File: config.mk
export PLATFORM = sky130hd
export DESIGN_NAME = strobe_tap_cal
export DESIGN_NICKNAME = d
export VERILOG_FILES = /design/src/rtl/stc_pkg.sv /design/src/rtl/stc_bist_seq.sv /design/src/rtl/stc_window.sv /design/src/rtl/strobe_tap_cal.sv
export SDC_FILE = /design/constraint.sdc
export NUM_CORES = 1
export LEC_CHECK = 0
export ABC_AREA = 1
export BUFFER_PORTS_ARGS = -buffer_cell sky130_fd_sc_hd__buf_4
export CELL_PAD_IN_SITES_DETAIL_PLACEMENT = 0
export CELL_PAD_IN_SITES_GLOBAL_PLACEMENT = 1
export CORE_MARGIN = 2
export CORE_UTILIZATION = 48
export CTS_BUF_LIST = sky130_fd_sc_hd__clkbuf_8
export DETAILED_ROUTE_END_ITERATION = 10
export PLACE_DENSITY = 0.95
export SLEW_MARGIN = 0
export SYNTH_ARGS = -nofsm -noshare
export SYNTH_HDL_FRONTEND = slang
export SYNTH_HIERARCHICAL = 1
export SYNTH_SLANG_ARGS = --single-unit
File: constraint.sdc
create_clock -name clk -period 4.8 [get_ports clk]
set_clock_uncertainty 0.15 [all_clocks]
set_input_delay 0.24 -clock clk [delete_from_list [all_inputs] [get_ports clk]]
set_output_delay 0.24 -clock clk [all_outputs]
set_load 0.03 [all_outputs]
File: src/rtl/stc_pkg.sv
package stc_pkg;
  typedef enum logic [2:0] {
    ST_IDLE  = 3'd0,
    ST_APPLY = 3'd1,
    ST_RUN   = 3'd2,
    ST_STOP  = 3'd3,
    ST_FINAL = 3'd4
  } stc_state_e;
endpackage

File: src/rtl/stc_bist_seq.sv
// Waits on the self-test engine for one tap and judges its reply.
module stc_bist_seq #(
  parameter int CNT_W    = 8,
  parameter int GOLD_CNT = 8,
  parameter int TMO_W    = 16
) (
  input  logic             clk,
  input  logic             rst_n,
  input  logic             run_i,
  input  logic [CNT_W:0]   status_i,
  input  logic [TMO_W-1:0] lim_i,
  output logic             fin_o,
  output logic             pass_o
);
  logic [TMO_W-1:0] wait_q;
  logic [TMO_W-1:0] lim_m1;
  logic             done_seen;
  logic             expired;

  assign done_seen = status_i[0];
  assign lim_m1    = (lim_i == '0) ? '0 : lim_i - 1'b1;
  assign expired   = (wait_q >= lim_m1);
  assign fin_o     = run_i && (done_seen || expired);
  assign pass_o    = run_i && done_seen &&
                     (status_i[CNT_W:1] == CNT_W'(GOLD_CNT));

  always_ff @(posedge clk or negedge rst_n) begin
    if (!rst_n)                wait_q <= '0;
    else if (run_i && !fin_o)  wait_q <= wait_q + 1'b1;
    else                       wait_q <= '0;
  end

  AST_WAIT_BOUND: assert property (@(posedge clk) disable iff (!rst_n)
    run_i |-> (wait_q <= lim_m1));
endmodule

File: src/rtl/stc_window.sv
// Tracks the passing window and computes the final tap.
module stc_window #(
  parameter int TAP_W = 6
) (
  input  logic             clk,
  input  logic             rst_n,
  input  logic             clr_i,
  input  logic             upd_i,
  input  logic             pass_i,
  input  logic [TAP_W-1:0] tap_i,
  input  logic [TAP_W-1:0] fallback_i,
  output logic [TAP_W-1:0] result_o,
  output logic [TAP_W:0]   pass_cnt_o
);
  logic             have_first_q;
  logic [TAP_W-1:0] first_q;
  logic [TAP_W-1:0] last_q;
  logic [TAP_W:0]   cnt_q;
  logic [TAP_W:0]   sum;
  logic [TAP_W-1:0] mid;

  assign sum        = {1'b0, first_q} + {1'b0, last_q};
  assign mid        = sum[TAP_W:1];
  assign result_o   = (cnt_q != '0) ? mid : fallback_i;
  assign pass_cnt_o = cnt_q;

  always_ff @(posedge clk or negedge rst_n) begin
    if (!rst_n) begin
      have_first_q <= 1'b0;
      first_q      <= '0;
      last_q       <= '0;
      cnt_q        <= '0;
    end else if (clr_i) begin
      have_first_q <= 1'b0;
      first_q      <= '0;
      last_q       <= '0;
      cnt_q        <= '0;
    end else if (upd_i && pass_i) begin
      cnt_q  <= cnt_q + 1'b1;
      last_q <= tap_i;
      if (!have_first_q) begin
        first_q      <= tap_i;
        have_first_q <= 1'b1;
      end
    end
  end

  AST_FIRST_HELD: assert property (@(posedge clk) disable iff (!rst_n)
    (have_first_q && !clr_i) |=> $stable(first_q));
  AST_LAST_GE_FIRST: assert property (@(posedge clk) disable iff (!rst_n)
    have_first_q |-> (last_q >= first_q));
  AST_MID_IN_WINDOW: assert property (@(posedge clk) disable iff (!rst_n)
    have_first_q |-> ((mid >= first_q) && (mid <= last_q)));
endmodule

File: src/rtl/strobe_tap_cal.sv
module strobe_tap_cal
  import stc_pkg::*;
#(
  parameter int TAP_W    = 6,
  parameter int LANES    = 2,
  parameter int CNT_W    = 8,
  parameter int GOLD_CNT = 8,
  parameter int TMO_W    = 16
) (
  input  logic             clk,
  input  logic             rst_n,
  input  logic             cal_start_i,
  input  logic [TAP_W-1:0] tap_init_i,
  input  logic [TMO_W-1:0] bist_limit_i,
  output logic             cal_busy_o,
  output logic             cal_done_o,
  output logic [TAP_W-1:0] tap_o,
  output logic [LANES-1:0] tap_load_o,
  output logic             bist_start_o,
  input  logic [CNT_W:0]   bist_status_i,
  output logic [TAP_W:0]   pass_cnt_o
);
  localparam logic [TAP_W-1:0] TAP_LAST = '1;

  stc_state_e       state_q;
  logic [TAP_W-1:0] tap_q;
  logic [TAP_W-1:0] init_q;
  logic [TMO_W-1:0] lim_q;
  logic             res_pass_q;
  logic             accept;
  logic             run;
  logic             fin;
  logic             pass;
  logic             load;
  logic [TAP_W-1:0] result;

  assign accept = (state_q == ST_IDLE) && cal_start_i;
  assign run    = (state_q == ST_RUN);
  assign load   = (state_q == ST_APPLY) || (state_q == ST_FINAL);

  always_ff @(posedge clk or negedge rst_n) begin
    if (!rst_n) begin
      state_q    <= ST_IDLE;
      tap_q      <= '0;
      init_q     <= '0;
      lim_q      <= '0;
      res_pass_q <= 1'b0;
    end else begin
      case (state_q)
        ST_IDLE: if (cal_start_i) begin
          init_q  <= tap_init_i;
          lim_q   <= bist_limit_i;
          tap_q   <= '0;
          state_q <= ST_APPLY;
        end
        ST_APPLY: state_q <= ST_RUN;
        ST_RUN: if (fin) begin
          res_pass_q <= pass;
          state_q    <= ST_STOP;
        end
        ST_STOP: begin
          if (tap_q == TAP_LAST) begin
            state_q <= ST_FINAL;
          end else begin
            tap_q   <= tap_q + 1'b1;
            state_q <= ST_APPLY;
          end
        end
        ST_FINAL: begin
          tap_q   <= result;
          state_q <= ST_IDLE;
        end
        default: state_q <= ST_IDLE;
      endcase
    end
  end

  stc_bist_seq #(.CNT_W(CNT_W), .GOLD_CNT(GOLD_CNT), .TMO_W(TMO_W)) u_seq (
    .clk      (clk),
    .rst_n    (rst_n),
    .run_i    (run),
    .status_i (bist_status_i),
    .lim_i    (lim_q),
    .fin_o    (fin),
    .pass_o   (pass)
  );

  stc_window #(.TAP_W(TAP_W)) u_win (
    .clk        (clk),
    .rst_n      (rst_n),
    .clr_i      (accept),
    .upd_i      (state_q == ST_STOP),
    .pass_i     (res_pass_q),
    .tap_i      (tap_q),
    .fallback_i (init_q),
    .result_o   (result),
    .pass_cnt_o (pass_cnt_o)
  );

  for (genvar g = 0; g < LANES; g++) begin : g_lane
    assign tap_load_o[g] = load;
  end

  assign tap_o        = (state_q == ST_FINAL) ? result : tap_q;
  assign bist_start_o = run;
  assign cal_busy_o   = (state_q != ST_IDLE);
  assign cal_done_o   = (state_q == ST_FINAL);

  AST_LOAD_BEFORE_START: assert property (@(posedge clk) disable iff (!rst_n)
    $rose(bist_start_o) |-> $past(tap_load_o[0]));
  AST_START_DROPS: assert property (@(posedge clk) disable iff (!rst_n)
    (bist_start_o && bist_status_i[0]) |=> !bist_start_o);
  AST_BUSY_NEEDS_START: assert property (@(posedge clk) disable iff (!rst_n)
    $rose(cal_busy_o) |-> $past(cal_start_i));
  AST_DONE_ENDS_BUSY: assert property (@(posedge clk) disable iff (!rst_n)
    cal_done_o |=> !cal_busy_o);
endmodule

* Word-level counts from Yosys, hierarchy flattened *
Cells that the tools add are included.
Widths: inputs -> output; s select.

cells by class
  add/subtract/negate cells = 5
  $lt $le $gt $ge = 1
  equality and inequality tests = 10
  muxes and demuxes = 20
  reduce and logical (&&, ||, !) cells = 20

operators with widths
  kind                   number
  $mux 6                 9
  $mux 16                2
  $pmux 6 s3             1
  $add 16x1->16 const B  1
  $ge 16x16->1           1
  $logic_not 16->1       1
  $sub 16x1->16 const B  1
  $mux 7                 2
  $pmux 3 s4             1
  $mux 3                 3
  $eq 8x4->1 const B     1
  $ne 2x2->1 const B     4
  $reduce_and 2->1       4
  $add 6x6->7            1
  $add 7x1->7 const B    1
  $reduce_bool 7->1      1
  $add 6x1->6 const B    1
  $eq 3x2->1 const B     2
  $eq 6x6->1 const B     1
  $logic_and 1x1->1      6
  $reduce_bool 3->1      2
  $eq 3x1->1 const B     1
  $eq 3x3->1 const B     1
  $logic_not 3->1        1
  5 further kinds        7

storage, ports and cells
  bits in registers = 68
  input bits = 34
  output and inout bits = 18
  word-level logic and storage cells = 66

* Longest topological paths before layout *
Gate-level depths: netlist (run 1).

  depth in word-level cells = 8
  depth in mapped cells = 18
  gate-level depth less buffers = 18

* Cells and area by module *
The synthesis (run 1) kept the hierarchy.

modules (own cells, without submodules)
  module          times used  cells each  area each (um^2)  seq. area each (um^2)
  stc_bist_seq    1           247         1803.0            400.4
  strobe_tap_cal  1           199         1586.5            800.8
  stc_window      1           154         1198.6            500.5

* Worst setup path after synthesis (run 1) *
OpenSTA, ideal clock, no wires.

  path kind = flip-flop to flip-flop
  start point = register lim_q[2]
  end point = register res_pass_q
  setup time = 123 ps
  arrival = 2297 ps
  required time = 4527 ps
  setup slack = 2230 ps
  cell stages (with the launch flop) = 19
  path buffers = 0
  clock period less this slack = 2570 ps
  path through = dfrtp_1 inv_1 nand3_2 nor2_2 nand3_2 inv_2 nand2_1 nand2_1 nand3_1 ha_1 nand2_1 inv_1 nand3_1 a21oi_1 nor2_2 a21boi_0 inv_1 o21ai_0 nand2_1

between the ends
  cells in the longest elaborated chain, start to end = 6
  elaborated cells on any way between the ends = 7
  those cells by class = add/sub (1); order compare (1); mux (1); reduce/logical (4)

RTL lines
  element                                                   line                  text
  from (decl)                                               strobe_tap_cal.sv:28  logic [TMO_W-1:0] lim_q;
  from (signal assigned)                                    strobe_tap_cal.sv:52  lim_q <= bist_limit_i;
  $sub 16x1->16 / $logic_not 16->1 (equally long branches)  stc_bist_seq.sv:21    assign lim_m1 = (lim_i == '0) ? '0 : lim_i - 1'b1;
  $mux 16 *                                                 stc_bist_seq.sv:21
  $ge 16x16->1 *                                            stc_bist_seq.sv:22    assign expired = (wait_q >= lim_m1);
  $logic_or 1x1->1 *                                        stc_bist_seq.sv:23    assign fin_o = run_i && (done_seen || expired);
  $logic_and 1x1->1 *                                       stc_bist_seq.sv:23
  via fin                                                   strobe_tap_cal.sv:32  logic fin;
  $reduce_and 2->1 (no line) *                              -
  to (signal assigned)                                      strobe_tap_cal.sv:58  res_pass_q <= pass;
  to (decl)                                                 strobe_tap_cal.sv:29  logic res_pass_q;

Mark *: on every way through the listed nets, which the timed path passes. The rest lies on a longest branch.
A chain may end at the register's enable or synchronous reset.

* Final worst setup path (run 1) *
Ends and elaborated chain as after synthesis.

==> out/summary.txt, run 1 <==
Worst-path clk slew = 0.08 ns
Worst Path Required = 4.88 ns
vias = 4,023
diode count = 0
EDFF count, synth = 0
Synth top area share = 37.1%
Top FF cell, synth = dfrtp_1
PD cells = 429 nW/um^2
clock root buffer = clkbuf_8
die span in x = 102 um
top cells by area, synth = dfrtp_1 (37%), nand2_1 (17%), ha_1 (7.4%)
clock period minus worst slack = 2.91 ns
FMAX = 0.343 GHz
CP Launch Type = register
gr ovfl total = 0
met1 usage in global routing = 29.6%
Setup TNS = 0 ns
GPL Wtd Cong = 0.908
Max Buffers Root-to-Sink = 2
Syn Inst Count = 600
post-DP HPWL = 7860 um
Commonest cells post-synth = nand2_1 (204), inv_1 (73), dfrtp_1 (68)
Setup WS pre-CTS = 1.94 ns
DRC = 0
Initial Util = 49.7%
Final Slew Violations = 0
Worst-Skew Late Latency = 0.35 ns
hold_sp = bist_status_i[3]
Pre-antenna DRT Iters = 5
H-tree Lvls = 3
HP Class = input port to register
leading area contributor after synthesis = dfrtp_1
antenna violations before repair = 0
Layout Utilization = 59.6%
number of global-route vias before repair = 4,010
CP Class = register to register
synthesized flop and latch total = 68
Distinct cells, synth = 40
nets@finish = 738
Post-synth ARST share = 100%
core area = 9240 sq um
top-count cell post-synth = nand2_1
CTS tree = done
initial DRC count = 238
Worst Hold Slack = 0.131 ns
Core Rows = 35
Syn. warnings = 6
Slew @ Worst Pin = 0.878 ns
Port Buffers = 51
Num CTS Buffers = 9
DRT Wirelength = 10,800 um
# clock sinks = 68
layout cell share with drive strength beyond 1 = 19.1%
die height = 102 um
synthesized area per cell = 7.65 sq um
Setup Buffers After CTS = 0
Pwr Total = 2.36 mW
FF-to-FF Start = lim_q[2]
Fin. Hold Viols = 0
Vias/cell = 4.97
Area growth syn-to-layout = 20.0%
All-Layer GR Usage = 22.7%
status = finished, final reports clean
remaining antenna violation count = 0
met3 usage = 3.80%
Critical Path AT = 2.99 ns
Leak = 2.85 nW
Peak supply drop = 0.000224 V
# IOs = 52
largest net degree at the start of global routing = 69
syn nets = 662
Seq/Total Area, Yosys = 37.1%
fin crit share = 60.7%
number of max-cap violations = 0
WL/cell = 13.3 um
Final setup viols = 0
Critical Path Source = lim_q[2]
setup ws final = 1.89 ns
Top Usage Layer GRT = met2
RSZ-0062 raised after global routing = false
die area = 10,400 sq um
Mapped Area = 4590 sq um
CTS resizes = 0
Worst Setup End Kind = register
grt met2 use = 38.5%
first-pass GRT wire length = 18,400 um
Worst slew margin = 41.5%
crit-path max FO = 4
## critical path: stages, from the launching register on
cell and delay [ns]:
dfrtp_1 0.45, inv_1 0.12, nand3_2 0.11, nor2_2 0.19, nand3_2 0.11, inv_2 0.09, nand2_1 0.05, nand2_1 0.06
nand3_1 0.07, ha_1 0.29, nand2_1 0.05, inv_1 0.07, nand3_1 0.08, a21oi_1 0.16, nor2_2 0.08, a21boi_0 0.32
inv_1 0.06, o21ai_0 0.19, nand2_1 0.07
## sequential cells by signal, indices dropped and copies added (netlist names)
register / count
u_win/have_first_q: 1
u_seq/wait_q: 16
tap_q: 6
state_q: 3
u_win/last_q: 6
lim_q: 16
u_win/pass_cnt_o: 7
res_pass_q: 1
init_q: 6
u_win/first_q: 6
## power breakdown
| group | leakage (nW) | internal, mW | switching [mW] |
|---|---|---|---|
| Sequential | 0.911 | 0.679 | 0.145 |
| Combinational | 1.83 | 0.355 | 0.648 |
| Clock | 0.110 | 0.295 | 0.240 |
| Total | 2.85 | 1.33 | 1.03 |
## logic make-up after synthesis
group / Yosys count / share of synthesized area, %
adder cells (fa/ha/maj): 28 / 7.80
XOR/XNOR: 21 / 4.01
AO/OA/AOI/OAI: 50 / 6.71
buffers and inverters: 88 / 8.18
flip-flops: 68 / 37.1
AND/OR/NAND/NOR: 345 / 36.2
## cells in the final DEF, fill, tap and decap left out, types with 4 or more instances in the layout
cell / count
nand2_1: 204
inv_1: 73
dfrtp_1: 68
buf_4: 51
nor2_1: 39
nand3_1: 32
ha_1: 27
dlygate4sd3_1: 23
o21ai_0: 20
nor2_2: 20
xor2_1: 15
a21oi_1: 12
nand3_2: 11
clkbuf_8: 9
nor3_1: 7
inv_2: 6
nand4_1: 6
xnor2_1: 6
nor2_4: 4
nand2_2: 4
o22ai_1: 4
## stage by stage
stage          instances  area [sq um]
6_report             810          5510
5_1_grt              810          5510
4_1_cts              810          5510
3_5_place_dp         771          5050
3_3_place_gp         771          5050
2_1_floorplan        600          4590
## final timing paths
path,end,slack [ns],cells after the start
worst min register to register,u_win/last_q[0],0.33,2
worst max-delay path,res_pass_q,1.89,18
max in group asynchronous,u_win/pass_cnt_o[2],3.53,2
min in group asynchronous,u_seq/wait_q[2],0.41,2
worst max register to register,res_pass_q,1.89,18
worst min-delay path,res_pass_q,0.13,5
## cell type report
cell class / instances / area (sq um)
Multi-Input combinational cell: 444 / 2510
Inverter: 79 / 297
Tap cell: 129 / 161
Clock inverter: 7 / 98.8
Timing Repair Buffer: 74 / 613
Fill cell: 841 / 3730
Sequential cell: 68 / 1700
Clock buffer: 9 / 124
## metal layers
metal  vias up  part of all wire [%]
met4         0                   1.1
met5         -                     0
met3        10                   3.9
met2        89                    48
met1      1873                    47
li1       2051                     -
## repair_timing
| item | CTS | global route |
|---|---|---|
| hold buffers | 23 | 0 |
| endpoints found under the setup margin | 0 | 0 |
| hold endpoints to repair | 90 | 0 |
Power figures use the tool's default switching activity.
==> inputs of run 2 (changes only) <==
--- a/config.mk
+++ b/config.mk
@@ -10,10 +10,10 @@
 export CELL_PAD_IN_SITES_DETAIL_PLACEMENT = 0
 export CELL_PAD_IN_SITES_GLOBAL_PLACEMENT = 1
 export CORE_MARGIN = 2
-export CORE_UTILIZATION = 48
+export CORE_UTILIZATION = 41
 export CTS_BUF_LIST = sky130_fd_sc_hd__clkbuf_8
 export DETAILED_ROUTE_END_ITERATION = 10
-export PLACE_DENSITY = 0.95
+export PLACE_DENSITY = 0.9
 export SLEW_MARGIN = 0
 export SYNTH_ARGS = -nofsm -noshare
 export SYNTH_HDL_FRONTEND = slang
==> constraint.sdc (replaced) <==
create_clock -name clk -period 2.63 [get_ports clk]
set_clock_uncertainty 0.15 [all_clocks]
set_input_delay 0.1315 -clock clk [delete_from_list [all_inputs] [get_ports clk]]
set_output_delay 0.1315 -clock clk [all_outputs]
set_load 0.03 [all_outputs]
==> run 2 against run 1 <==
Core utilization shrank 2.5 points. Critical path depth is the same. Highest routed layer unchanged. Final cell count grew 6.8%. The run now ends with negative setup slack left. Combinational power grew to 2.9 times the previous value. Sequential share of layout area shrank 3.4 points. Sequential cell count is the same. Routed wire length grew 19%.
==> out/summary.txt, run 2 (synthesis gave the netlist of run 1 again) <==
nets@finish = 782 (+6.0%)
fill cell total of the finished layout = 914 (+8.7%)
vias = 4,423 (+9.9%)
die height = 110 um (+7.9%)
Leak = 3.12 nW (+9.4%)
FMAX = 0.357 GHz (+3.9%)
post-DP HPWL = 8110 um (+3.2%)
combinational group share of total power = 54.3% (+12 points)
antenna violations before repair = 0 (unchanged)
remaining antenna violation count = 0 (unchanged)
Fin. Hold Viols = 0 (unchanged)
number of global-route vias before repair = 4,364 (+8.8%)
dpl cells = 805 (+4.4%)
PD cells = 844 nW/um^2 (+97%)
Clk pwr share = 16.9% (-5.8 points)
CP Launch Type = register
Critical Path Source = lim_q[3]
FF-to-FF Start = lim_q[3]
commonest non-fill, non-tap cell in the layout = nand2_1
Pint = 2.86 mW (+120%)
Peak supply drop = 0.000443 V (+98%)
Final Slew Violations = 0 (unchanged)
DRC = 0 (unchanged)
# clock sinks = 68 (unchanged)
Worst Hold Slack = 0.125 ns (-0.00527 ns)
hold_sp = cal_start_i
Switch Pwr = 2.38 mW (+130%)
HP Class = input port to register
Worst-path clk slew = 0.08 ns (about the same)
Worst Path Required = 2.74 ns (-2.14 ns)
Setup WS pre-CTS = -0.200 ns (-2.14 ns)
violated checks = negative setup slack
gr ovfl total = 0 (unchanged)
Pre-antenna DRT Iters = 5 (unchanged)
first-pass GRT wire length = 20,400 um (+11%)
RSZ-0062 raised after global routing = true
CTS tree = done
CP max stage delay = 0.43 ns (-0.02 ns)
CP Class = register to register
Worst-Skew Late Latency = 0.38 ns (+0.03 ns)
Vias/cell = 5.11 (+3.0%)
largest net degree at the start of global routing = 69 (unchanged)
clock period minus worst slack = 2.80 ns (-0.110 ns)
Worst Setup End Kind = register
crit-path max FO = 5 (+1)
CP max stage cell = dfrtp_1
most frequent cells in the layout = nand2_1 (192), buf_4 (86), inv_1 (68), dfrtp_1 (65), nor2_1 (31)
initial DRC count = 202 (-15%)
Pwr Total = 5.24 mW (+120%)
switching portion of total power = 45.3% (+1.6 points)
Flop pwr share = 28.8% (-6.1 points)
number of max-cap violations = 0 (unchanged)
CP cell instances = buf_6, nor2_4, inv_2, nor3_4, nand4_4, nand3_4, ha_4, nand2_1, nand2_1, nand2_1, nand2_1, nor2_1, nand2_2, nand2_4, a21boi_4, buf_4, nand3_2, nand2_1
WL/cell = 14.8 um (+11%)
Area growth syn-to-layout = 35.4%
die span in x = 110 um (+7.9%)
H-tree Lvls = 3 (unchanged)
All-Layer GR Usage = 22.1% (-0.53 points)
layout cell share with drive strength beyond 1 = 31.0% (+12 points)
clock root buffer = clkbuf_8
GPL Wtd Cong = 0.933 (+2.7%)
Max Buffers Root-to-Sink = 2 (unchanged)
Final setup viols = 18 (+18)
Num CTS Buffers = 9 (unchanged)
Setup TNS = -2.39 ns (-2.39 ns)
diode count = 0 (unchanged)
core area = 10,900 sq um (+18%)
Final Non-Filler Cells = 865 (+6.8%)
Critical Path AT = 2.92 ns (-0.07 ns)
setup ws final = -0.174 ns (-2.06 ns)
Worst slew margin = 41.0% (-0.48 points)
Core Rows = 38 (+8.6%)
fin crit share = 107% (+46 points)
# IOs = 52 (unchanged)
most used cell, CP = nand2_1
DRT Wirelength = 12,800 um (+19%)
die area = 12,100 sq um (+16%)
Port Buffers = 51 (unchanged)
Slew @ Worst Pin = 0.885 ns (+0.00717 ns)
status = finished with violations
Initial Util = 42.1% (-7.5 points)
run 2: cell count changes in the layout (fill, tap and decap cells not counted), moves of 5 or more:
cell / delta
buf_4: +35
nand2_1: -12
nand2_2: +10
ha_1: -9
ha_4: +8
nor2_1: -8
nor2_4: +8
inv_2: +7
nand3_1: -7
nand3_4: +6
inv_1: -5
run 2: power groups by stage:
stage          registers [mW]  logic, mW  clock network [mW]
6_report                 1.51       2.85               0.885
5_1_grt                  1.53       3.12               0.954
3_5_place_dp             1.49       2.08                   0
2_1_floorplan            1.46       1.42                   0
3_3_place_gp             1.48       2.04                   0
4_1_cts                  1.47       2.49               0.908
run 2: path summary, 6_finish.rpt:
path	depth (start not counted)	to	slack, ns
worst max-delay path	18	res_pass_q	-0.17
worst min-delay path	5	state_q[0]	0.13
worst max register to register	18	res_pass_q	-0.17
worst min register to register	2	init_q[3]	0.32
max in group asynchronous	2	u_seq/wait_q[2]	1.47
min in group asynchronous	2	lim_q[5]	0.25
run 2: area by class of cell:
class / instances / area, sq um / share of cell area [%]
Inverter: 79 / 297 / 4.77
Timing Repair Buffer: 116 / 951 / 15.3
Tap cell: 140 / 175 / 2.82
Sequential cell: 68 / 1710 / 27.5
Multi-Input combinational cell: 446 / 2890 / 46.5
Clock buffer: 10 / 138 / 2.22
Clock inverter: 6 / 56.3 / 0.906
run 2: repair_timing:
action	CTS	global route
hold endpoints to repair	91	0
hold buffers	26	0
cloned	2	0
resized for setup	41	45
pin swaps	28	21
setup endpoints to repair	18	23
buffers inserted	15	1
run 2: metrics by stage:
| step | cell area (sq um) | utilization, % |
|---|---|---|
| CTS | 5990 | 55.0 |
| global placement | 5240 | 48.1 |
| floorplan | 4590 | - |
| finish | 6210 | 57.1 |
| detailed placement | 5240 | 48.1 |
| global route | 6210 | 57.1 |
run 2: critical path, delay by kind of cell, from the launching register on:
kind / cells / cell delay (ns)
buf+inv: 3 / 0.36
flops: 1 / 0.43
fa+ha+maj: 1 / 0.20
simple gates: 13 / 1.46
compound gates: 1 / 0.08
run 2: routing by layer:
layer / GRT usage [%] / share of wire [%] / up-vias
li1: - / - / 2139
met1: 26.7 / 40 / 2116
met2: 38.2 / 52 / 141
met3: 5.87 / 5.8 / 27
met4: 7.14 / 2.2 / 0
met5: 0 / 0 / -
